===== src/rtl/ipcmb_pkg.sv =====
package ipcmb_pkg;
  localparam int CTL_W        = 16;
  localparam int BIT_TX_EMPTY = 0;
  localparam int BIT_TX_FULL  = 1;
  localparam int BIT_TX_IE    = 2;
  localparam int BIT_FLUSH    = 3;
  localparam int BIT_RX_EMPTY = 8;
  localparam int BIT_RX_FULL  = 9;
  localparam int BIT_RX_IE    = 10;
  localparam int BIT_ERR      = 14;
  localparam int BIT_EN       = 15;

  // Per-cycle status of one queue, shared by its sender and receiver views
  typedef struct packed {
    logic empty;
    logic full;
    logic push_ok;
    logic push_ovf;
    logic pop_ok;
    logic pop_unf;
    logic went_nempty;
    logic went_empty;
  } q_stat_t;
endpackage


===== src/rtl/ipcmb_queue.sv =====
module ipcmb_queue
  import ipcmb_pkg::*;
#(
  parameter int DW    = 32,
  parameter int DEPTH = 16
) (
  input  logic                       clk,
  input  logic                       rst_n,
  input  logic                       push_req,
  input  logic [DW-1:0]              push_data,
  input  logic                       pop_req,
  input  logic                       flush,
  output logic [DW-1:0]              head,
  output logic [$clog2(DEPTH):0]     count,
  output q_stat_t                    stat
);
  localparam int AW = $clog2(DEPTH);
  localparam int CW = AW + 1;
  localparam logic [AW-1:0] LAST = AW'(DEPTH - 1);

  logic [DW-1:0] mem [DEPTH];
  logic [AW-1:0] wr_q, wr_nxt, rd_q, rd_nxt;
  logic [CW-1:0] cnt_q, cnt_nxt;
  logic          ptr_ce;
  logic          empty, full, push_ok, pop_ok;

  always_comb begin
    empty   = (cnt_q == '0);
    full    = (cnt_q == CW'(DEPTH));
    push_ok = push_req & ~full;
    pop_ok  = pop_req & ~empty;

    stat.empty       = empty;
    stat.full        = full;
    stat.push_ok     = push_ok;
    stat.push_ovf    = push_req & full;
    stat.pop_ok      = pop_ok;
    stat.pop_unf     = pop_req & empty;
    stat.went_nempty = push_ok & empty & ~flush;
    stat.went_empty  = pop_ok & ~push_ok & (cnt_q == CW'(1)) & ~flush;

    wr_nxt  = wr_q;
    rd_nxt  = rd_q;
    cnt_nxt = cnt_q;
    if (flush) begin
      wr_nxt  = '0;
      rd_nxt  = '0;
      cnt_nxt = '0;
    end else begin
      if (push_ok) wr_nxt = (wr_q == LAST) ? '0 : wr_q + AW'(1);
      if (pop_ok)  rd_nxt = (rd_q == LAST) ? '0 : rd_q + AW'(1);
      cnt_nxt = cnt_q + CW'(push_ok) - CW'(pop_ok);
    end
    ptr_ce = flush | push_ok | pop_ok;
  end

  always_ff @(posedge clk or negedge rst_n) begin
    if (!rst_n) begin
      wr_q  <= '0;
      rd_q  <= '0;
      cnt_q <= '0;
    end else if (ptr_ce) begin
      wr_q  <= wr_nxt;
      rd_q  <= rd_nxt;
      cnt_q <= cnt_nxt;
    end
  end

  always_ff @(posedge clk) begin
    if (push_ok) mem[wr_q] <= push_data;
  end

  assign head  = mem[rd_q];
  assign count = cnt_q;

  AST_NO_OVERFLOW: assert property (@(posedge clk) disable iff (!rst_n)
    cnt_q <= CW'(DEPTH));
  AST_FULL_HOLDS: assert property (@(posedge clk) disable iff (!rst_n)
    (push_req && full && !pop_req && !flush) |=> (cnt_q == CW'(DEPTH)));
  AST_FLUSH_EMPTIES: assert property (@(posedge clk) disable iff (!rst_n)
    flush |=> (cnt_q == '0));
  AST_BALANCED_KEEP: assert property (@(posedge clk) disable iff (!rst_n)
    (push_ok && pop_ok && !flush) |=> $stable(cnt_q));
endmodule


===== src/rtl/ipcmb_side.sv =====
module ipcmb_side
  import ipcmb_pkg::*;
#(
  parameter int DW = 32
) (
  input  logic             clk,
  input  logic             rst_n,
  input  logic             ctl_we,
  input  logic [CTL_W-1:0] ctl_wdata,
  input  q_stat_t          tx_stat,
  input  q_stat_t          rx_stat,
  input  logic [DW-1:0]    rx_head,
  output logic             fifo_en,
  output logic             flush,
  output logic [CTL_W-1:0] ctl_rdata,
  output logic [DW-1:0]    rx_data,
  output logic             irq_tx_empty,
  output logic             irq_rx_ready
);
  logic          en_q, tx_ie_q, rx_ie_q, err_q;
  logic          en_nxt, tx_ie_nxt, rx_ie_nxt, err_nxt;
  logic [DW-1:0] last_q;
  logic          irq_tx_q, irq_rx_q, irq_tx_nxt, irq_rx_nxt;
  logic          cfg_ce, err_ce, last_ce, err_set;
  logic          sink_unused;

  always_comb begin
    cfg_ce    = ctl_we;
    en_nxt    = ctl_wdata[BIT_EN];
    tx_ie_nxt = ctl_wdata[BIT_TX_IE];
    rx_ie_nxt = ctl_wdata[BIT_RX_IE];

    err_set   = tx_stat.push_ovf | rx_stat.pop_unf;
    err_ce    = err_set | (ctl_we & ctl_wdata[BIT_ERR]);
    err_nxt   = err_set;

    last_ce   = rx_stat.pop_ok;

    irq_tx_nxt = tx_ie_q & tx_stat.went_empty;
    irq_rx_nxt = rx_ie_q & rx_stat.went_nempty;

    flush   = ctl_we & ctl_wdata[BIT_FLUSH];
    fifo_en = en_q;
    rx_data = rx_stat.empty ? last_q : rx_head;

    ctl_rdata               = '0;
    ctl_rdata[BIT_TX_EMPTY] = tx_stat.empty;
    ctl_rdata[BIT_TX_FULL]  = tx_stat.full;
    ctl_rdata[BIT_TX_IE]    = tx_ie_q;
    ctl_rdata[BIT_RX_EMPTY] = rx_stat.empty;
    ctl_rdata[BIT_RX_FULL]  = rx_stat.full;
    ctl_rdata[BIT_RX_IE]    = rx_ie_q;
    ctl_rdata[BIT_ERR]      = err_q;
    ctl_rdata[BIT_EN]       = en_q;
  end

  always_ff @(posedge clk or negedge rst_n) begin
    if (!rst_n) begin
      en_q     <= 1'b0;
      tx_ie_q  <= 1'b0;
      rx_ie_q  <= 1'b0;
      err_q    <= 1'b0;
      last_q   <= '0;
      irq_tx_q <= 1'b0;
      irq_rx_q <= 1'b0;
    end else begin
      if (cfg_ce) begin
        en_q    <= en_nxt;
        tx_ie_q <= tx_ie_nxt;
        rx_ie_q <= rx_ie_nxt;
      end
      if (err_ce)  err_q  <= err_nxt;
      if (last_ce) last_q <= rx_head;
      irq_tx_q <= irq_tx_nxt;
      irq_rx_q <= irq_rx_nxt;
    end
  end

  assign irq_tx_empty = irq_tx_q;
  assign irq_rx_ready = irq_rx_q;
  assign sink_unused  = ^{tx_stat, rx_stat, ctl_wdata};

  AST_RX_IRQ_ENABLED: assert property (@(posedge clk) disable iff (!rst_n)
    irq_rx_q |-> $past(rx_ie_q));
  AST_TX_IRQ_ENABLED: assert property (@(posedge clk) disable iff (!rst_n)
    irq_tx_q |-> $past(tx_ie_q));
  AST_RX_IRQ_PULSE: assert property (@(posedge clk) disable iff (!rst_n)
    irq_rx_q |=> !irq_rx_q);
  AST_TX_IRQ_PULSE: assert property (@(posedge clk) disable iff (!rst_n)
    irq_tx_q |=> !irq_tx_q);
  AST_ERR_W1C: assert property (@(posedge clk) disable iff (!rst_n)
    (ctl_we && ctl_wdata[BIT_ERR] && !tx_stat.push_ovf && !rx_stat.pop_unf)
      |=> !ctl_rdata[BIT_ERR]);
endmodule


===== src/rtl/ipcmb_top.sv =====
module ipcmb_top
  import ipcmb_pkg::*;
#(
  parameter int DW    = 32,
  parameter int DEPTH = 16
) (
  input  logic             clk,
  input  logic             rst_n,
  input  logic             a_ctl_we,
  input  logic [CTL_W-1:0] a_ctl_wdata,
  output logic [CTL_W-1:0] a_ctl_rdata,
  input  logic             a_tx_valid,
  input  logic [DW-1:0]    a_tx_data,
  input  logic             a_rx_take,
  output logic [DW-1:0]    a_rx_data,
  output logic             a_irq_tx_empty,
  output logic             a_irq_rx_ready,
  input  logic             b_ctl_we,
  input  logic [CTL_W-1:0] b_ctl_wdata,
  output logic [CTL_W-1:0] b_ctl_rdata,
  input  logic             b_tx_valid,
  input  logic [DW-1:0]    b_tx_data,
  input  logic             b_rx_take,
  output logic [DW-1:0]    b_rx_data,
  output logic             b_irq_tx_empty,
  output logic             b_irq_rx_ready
);
  localparam int CW = $clog2(DEPTH) + 1;

  logic          rst_meta, rst_s;
  q_stat_t       ab_stat, ba_stat;
  logic [DW-1:0] ab_head, ba_head;
  logic [CW-1:0] ab_count, ba_count;
  logic          a_en, b_en, a_flush, b_flush;

  // Asynchronous assert, synchronous release
  always_ff @(posedge clk or negedge rst_n) begin
    if (!rst_n) begin
      rst_meta <= 1'b0;
      rst_s    <= 1'b0;
    end else begin
      rst_meta <= 1'b1;
      rst_s    <= rst_meta;
    end
  end

  ipcmb_queue #(.DW(DW), .DEPTH(DEPTH)) u_q_ab (
    .clk(clk), .rst_n(rst_s),
    .push_req(a_tx_valid & a_en), .push_data(a_tx_data),
    .pop_req(b_rx_take), .flush(a_flush),
    .head(ab_head), .count(ab_count), .stat(ab_stat)
  );

  ipcmb_queue #(.DW(DW), .DEPTH(DEPTH)) u_q_ba (
    .clk(clk), .rst_n(rst_s),
    .push_req(b_tx_valid & b_en), .push_data(b_tx_data),
    .pop_req(a_rx_take), .flush(b_flush),
    .head(ba_head), .count(ba_count), .stat(ba_stat)
  );

  ipcmb_side #(.DW(DW)) u_side_a (
    .clk(clk), .rst_n(rst_s),
    .ctl_we(a_ctl_we), .ctl_wdata(a_ctl_wdata),
    .tx_stat(ab_stat), .rx_stat(ba_stat), .rx_head(ba_head),
    .fifo_en(a_en), .flush(a_flush), .ctl_rdata(a_ctl_rdata),
    .rx_data(a_rx_data), .irq_tx_empty(a_irq_tx_empty), .irq_rx_ready(a_irq_rx_ready)
  );

  ipcmb_side #(.DW(DW)) u_side_b (
    .clk(clk), .rst_n(rst_s),
    .ctl_we(b_ctl_we), .ctl_wdata(b_ctl_wdata),
    .tx_stat(ba_stat), .rx_stat(ab_stat), .rx_head(ab_head),
    .fifo_en(b_en), .flush(b_flush), .ctl_rdata(b_ctl_rdata),
    .rx_data(b_rx_data), .irq_tx_empty(b_irq_tx_empty), .irq_rx_ready(b_irq_rx_ready)
  );

  AST_MIRROR_AB: assert property (@(posedge clk) disable iff (!rst_s)
    (a_ctl_rdata[BIT_TX_EMPTY] == b_ctl_rdata[BIT_RX_EMPTY]) &&
    (a_ctl_rdata[BIT_TX_FULL]  == b_ctl_rdata[BIT_RX_FULL]));
  AST_MIRROR_BA: assert property (@(posedge clk) disable iff (!rst_s)
    (b_ctl_rdata[BIT_TX_EMPTY] == a_ctl_rdata[BIT_RX_EMPTY]) &&
    (b_ctl_rdata[BIT_TX_FULL]  == a_ctl_rdata[BIT_RX_FULL]));
  AST_DISABLED_PUSH_A: assert property (@(posedge clk) disable iff (!rst_s)
    (a_tx_valid && !a_en && !b_rx_take && !a_flush) |=> $stable(ab_count));
  AST_DISABLED_PUSH_B: assert property (@(posedge clk) disable iff (!rst_s)
    (b_tx_valid && !b_en && !a_rx_take && !b_flush) |=> $stable(ba_count));
endmodule


===== config.mk =====
export PLATFORM = sky130hd
export DESIGN_NAME = ipcmb_top
export DESIGN_NICKNAME = d
export VERILOG_FILES = /design/src/rtl/ipcmb_pkg.sv /design/src/rtl/ipcmb_queue.sv /design/src/rtl/ipcmb_side.sv /design/src/rtl/ipcmb_top.sv
export SDC_FILE = /design/constraint.sdc
export NUM_CORES = 1
export LEC_CHECK = 0
export ABC_AREA = 0
export CORE_MARGIN = 10
export CORE_UTILIZATION = 65
export DETAILED_ROUTE_END_ITERATION = 12
export PLACE_DENSITY = 0.85
export SLEW_MARGIN = 20
export SYNTH_ARGS = -nofsm -noshare
export SYNTH_HDL_FRONTEND = slang
export SYNTH_HIERARCHICAL = 1
export SYNTH_SLANG_ARGS = --single-unit

===== constraint.sdc =====
create_clock -name clk -period 4.6 [get_ports clk]
set_input_delay 0.92 -clock clk [delete_from_list [all_inputs] [get_ports clk]]
set_output_delay 0.92 -clock clk [all_outputs]
set_load 0.01 [all_outputs]

==> results of run 1 <==
==> sequential cells by signal (all words and copies together) (netlist names), 4 cells and up <==
register and cells:
u_side_b/last_q 32, u_q_ba/rd_q 4, u_side_a/last_q 32, u_q_ba/count 5, u_q_ab/mem 512, u_q_ab/count 5, u_q_ba/wr_q 4, u_q_ba/mem 512
u_q_ab/rd_q 4, u_q_ab/wr_q 4
==> cell type report <==
type                       instances  share of cell area
sequential                      1128               0.648
multi-input combinational        816               0.206
tap                              931              0.0226
antenna                            6            0.000292
inverter                          22             0.00160
clock buffer                     144              0.0570
timing repair buffer             243              0.0496
clock inverter                    59              0.0152
==> what timing repair did <==
item | CTS | global route
setup buffers | 7 | 0
endpoints found under the setup margin | 1 | 1
resized for setup | 0 | 1
==> critical path: cells and delay by family (launching register included) <==
kind,cells,cell delay (ns)
buffers and inverters,2,0.87
and+or+nand+nor,1,0.18
muxes,2,0.75
AOI/OAI and AO/OA,1,0.35
DFF,1,0.64
==> per-stage QoR <==
| stage | hold slack, ns | total power [W] |
|---|---|---|
| 5_1_grt | 0.214 | 0.0316 |
| 4_1_cts | 0.190 | 0.0307 |
| 2_1_floorplan | 0.331 | 0.0184 |
| 3_3_place_gp | 0.241 | 0.0207 |
| 3_5_place_dp | 0.243 | 0.0211 |
| 6_report | 0.185 | 0.0307 |
==> per-layer routing <==
metal,share of wire,vias to the layer above
li1,-,9039
met1,0.33,12200
met2,0.51,1987
met3,0.12,388
met4,0.039,14
met5,0.00076,-
==> report_power, final <==
part / switching, W / internal (W)
sequential: 0.000507 / 0.0118
combinational: 0.00430 / 0.00479
clock: 0.00397 / 0.00536
==> worst paths after layout <==
check | from | to | slack [ns] | depth (start not counted)
max | u_q_ab/rd_q[1]$_DFFE_PN0P_ | b_rx_data[2] | 0.12 | 6
min | rst_s$_DFF_PN0_ | u_side_a/last_q[9]$_DFFE_PN0P_ | 0.19 | 0
max reg2reg | u_q_ba/count[3]$_DFFE_PN0N_ | u_q_ba/count[4]$_DFFE_PN0N_ | 1.18 | 14
min reg2reg | rst_s$_DFF_PN0_ | u_side_a/last_q[9]$_DFFE_PN0P_ | 0.19 | 0
max in group asynchronous | rst_s$_DFF_PN0_ | u_q_ba/rd_q[0]$_DFFE_PN0P_ | 3.29 | 1
min in group clk | rst_meta$_DFF_PN0_ | rst_s$_DFF_PN0_ | 0.35 | 0
==> results.toml, run 1 <==
[finish]
final_cell_mix = "1024 x edfxtp_1, 256 x mux4_2, 165 x clkdlybuf4s50_1"
finish.instance_area_mm2 = 0.0515
final_nets = 2446
final_common_cell = "edfxtp_1"
seqCellArea_mm2 = 0.0334
fill_cells = 3350
final_core_util = 0.751
multiInputGateArea_mm2 = 0.0106
final_cell_count_no_fill = 3349
area_growth_pct = 14.4
drive_gt1_frac = 0.284

[worst_setup_path]
cp.required_ns = 3.68
critPathArrivalTime_ns = 3.56
crit_chain = "buf_12, mux4_2, a22oi_1, nand2_1, mux2_4, clkdlybuf4s50_1"
cp_max_fo = 60
cp-start-kind = "flip-flop"
crit_type = "reg -> out"
cp_slowest_cell = "dfrtp_4"
cp-end-kind = "output port"
slowest_delay_ns = 0.64

[hold_path]
hold_path_class = "reg -> async"

[flow_run]
cap_violations = 0

[cts]
clock_path_buffers = 3
cts_tree = "yes"
cts-root-buf = "clkbuf_16"
clock_latency_ns = 0.70
cts_buffers = 107
cts_sinks = 1128
h-tree-depth = 3
clk_pin_slew_worst_paths_ns = 0.06
ctsHoldBuffers = 0

[grt]
grt_pass1_vias = 24500
antenna_found_initial = 13
met1_usage = 0.369
top_usage_layer = "met2"
grt_pass1_wl_um = 173000
grt_usage = 0.293
grt_overflow_total = 0
use_met3 = 0.0686
use_met2 = 0.488
grt_max_degree = 90

[die]
start_util = 0.656
die_width_um = 283
core_mm2 = 0.0686
dieHeight_um = 283
rows = 96
io_pins = 204
dieArea_mm2 = 0.0802

[sta]
post-route-period-util = 0.975
hold_viol = 0
fin_skew_ns = 0.0610
min_period_ns = 4.48
grt_setup_unrepaired = "no"
setup_ws_ns = 0.117
slew_headroom = 0.407
setup_violations = 0
max_freq_mhz = 223
tns_ns = 0
worstMarginPinSlew_ns = 0.890
slew_violations = 0

[placement]
dp_hpwl_um = 58100
io_buffers = 165
place_congestion = 0.764
place_area_mm2 = 0.0477
dpl_worst_slack_ns = 0.764
placedCellCount = 3133

[detailed_routing]
drtIter0Drc = 3454
postRouteAntennaNets = 0
dr.pass1.iters = 5
via_per_inst = 7.07
vias = 23700
drc = 0
wire_per_inst_um = 35.1
wl_um = 118000

[synth]
ys.warnings.count = 6
avgSynthCellArea_um2 = 21.4
synthesis.area_mm2 = 0.0450
postSynthCellCount = 2107

[pwr]
p_leak_nw = 17.3
ir_drop_mv = 0.523
p_per_area_mw_per_mm2 = 596

[status]
outcome = "completed"
Power figures use the tool's default switching activity.
==> run 2: changes to the inputs <==
--- a/config.mk
+++ b/config.mk
@@ -7,9 +7,9 @@
 export LEC_CHECK = 0
 export ABC_AREA = 0
 export CORE_MARGIN = 10
-export CORE_UTILIZATION = 65
+export CORE_UTILIZATION = 45
 export DETAILED_ROUTE_END_ITERATION = 12
-export PLACE_DENSITY = 0.85
+export GPL_TIMING_DRIVEN = 0
 export SLEW_MARGIN = 20
 export SYNTH_ARGS = -nofsm -noshare
 export SYNTH_HDL_FRONTEND = slang
==> constraint.sdc (replaced) <==
create_clock -name clk -period 4.6 [get_ports clk]
set_input_delay 0.69 -clock clk [delete_from_list [all_inputs] [get_ports clk]]
set_output_delay 0.69 -clock clk [all_outputs]
set_load 0.01 [all_outputs]
==> results.toml, run 2 (synthesized netlist as in run 1, its figures left out) <==
[sta]
setup_violations = 0
max_freq_mhz = 224
slew_violations = 0
worstMarginPinSlew_ns = 0.904
holdWs_ns = 0.168
slew_headroom = 0.398
min_period_ns = 4.47
hold_viol = 0
grt_setup_unrepaired = "no"
fin_skew_ns = 0.0361
post-route-period-util = 0.972

[detailed_routing]
dr.pass1.iters = 5
wl_um = 106000
postRouteAntennaNets = 0
drc = 0
wire_per_inst_um = 27.8
via_per_inst = 5.73
vias = 21800
drtIter0Drc = 1776

[worst_setup_path]
cp.required_ns = 3.91
crit_type = "reg -> out"
critPathArrivalTime_ns = 3.78
r2r-start = "u_q_ab/count[3]$_DFFE_PN0N_"
cp-end-kind = "output port"
crit_start = "u_q_ab/rd_q[1]$_DFFE_PN0P_"
cp_max_fo = 10
cp-start-kind = "flip-flop"

[cts]
cts_sinks = 1128
h-tree-depth = 3
cts_tree = "yes"
clk_pin_slew_worst_paths_ns = 0.06
clock_path_buffers = 3
cts-root-buf = "clkbuf_16"
clock_latency_ns = 0.71
cts_buffers = 115
cts_setup_buffers = 0

[finish]
final_common_cell = "edfxtp_1"
final_nets = 2549
finish.instance_area_mm2 = 0.0525
largestRegisters = "u_q_ab/mem (512), u_q_ba/mem (512)"
area_growth_pct = 16.7
multiInputGateArea_mm2 = 0.0106
seqCellArea_mm2 = 0.0334
drive_gt1_frac = 0.288
final_cell_mix = "1024 x edfxtp_1, 256 x mux4_2, 165 x clkdlybuf4s50_1"
fill_cells = 7590

[grt]
grt_max_degree = 45
grt_pass1_vias = 23100
grt_pass1_wl_um = 156000
grt_usage = 0.187
grt_overflow_total = 0
antenna_found_initial = 17

[die]
dieArea_mm2 = 0.113
rows = 115
dieHeight_um = 336
io_pins = 204
start_util = 0.455
core_mm2 = 0.0989
die_width_um = 336

[hold_path]
hold_path_class = "in -> async"

[placement]
io_buffers = 165
place_congestion = 0.735
place_area_mm2 = 0.0488
dp_hpwl_um = 65500

[pwr]
p_per_area_mw_per_mm2 = 584
ir_drop_mv = 0.437
p_leak_nw = 17.6

[status]
outcome = "completed"

[flow_run]
cap_violations = 0
[run 2: power breakdown]
part           leakage (nW)  total, W  switching (W)  internal, W
Clock                  1.81   0.00916        0.00385      0.00531
Combinational          5.34   0.00943        0.00444      0.00499
Sequential             10.5    0.0121       0.000311       0.0118
Total                  17.6    0.0307        0.00860       0.0221
[run 2: layout make-up]
cell class / instances / area share
Sequential cell: 1128 / 0.635
Timing Repair Buffer: 183 / 0.0391
Buffer: 155 / 0.0214
Tap cell: 1287 / 0.0306
Antenna cell: 4 / 0.000190
Multi-Input combinational cell: 816 / 0.201
Clock buffer: 134 / 0.0569
Clock inverter: 80 / 0.0138
Inverter: 22 / 0.00157
[run 2: what timing repair did]
action,CTS,global route
gates resized for setup,3,17
endpoints found under the hold margin,0,0
cloned,0,0
endpoints found under the setup margin,4,19
hold buffers,0,0
[run 2: through the flow]
| stage | utilization | instances | total power [W] | setup WS [ns] | setup TNS, ns |
|---|---|---|---|---|---|
| after floorplan | - | 2121 | 0.0184 | 1.49 | 0 |
| after global placement | 0.489 | 3573 | 0.0216 | -1.23 | -120.54 |
| after detailed placement | 0.494 | 3591 | 0.0218 | 0.664 | 0 |
| after CTS | 0.531 | 3805 | 0.0310 | 0.0202 | 0 |
| after global routing | 0.532 | 3808 | 0.0320 | 0.00265 | 0 |
| final | 0.532 | 3809 | 0.0307 | 0.128 | 0 |
[run 2: path summary, 6_finish.rpt]
check | end | slack [ns] | cells past startpoint
max | b_rx_data[12] | 0.13 | 8
min | rst_s$_DFF_PN0_ | 0.17 | 1
max reg2reg | u_q_ab/count[4]$_DFFE_PN0N_ | 1.24 | 14
min reg2reg | u_side_b/last_q[7]$_DFFE_PN0P_ | 0.28 | 0
max in group asynchronous | u_side_a/last_q[5]$_DFFE_PN0P_ | 3.36 | 2
min in group clk | rst_s$_DFF_PN0_ | 0.35 | 0
[run 2: critical path, cell delays in order (launching register included)]
cell and delay (ns):
dfrtp_1 0.34, buf_2 0.19, buf_2 0.29, clkbuf_1 0.67, mux4_2 0.41, a22oi_1 0.27
nand2_1 0.15, mux2_4 0.28, clkdlybuf4s50_1 0.48
[run 2: metal layers]
layer  GRT usage  routed length [µm]  vias to the layer above
met5           0                 159                        -
met4      0.0566                2590                       24
met3      0.0445                6670                      191
met2       0.317               53600                      661
met1       0.238               42900                    11700
li1            -                   -                     9263
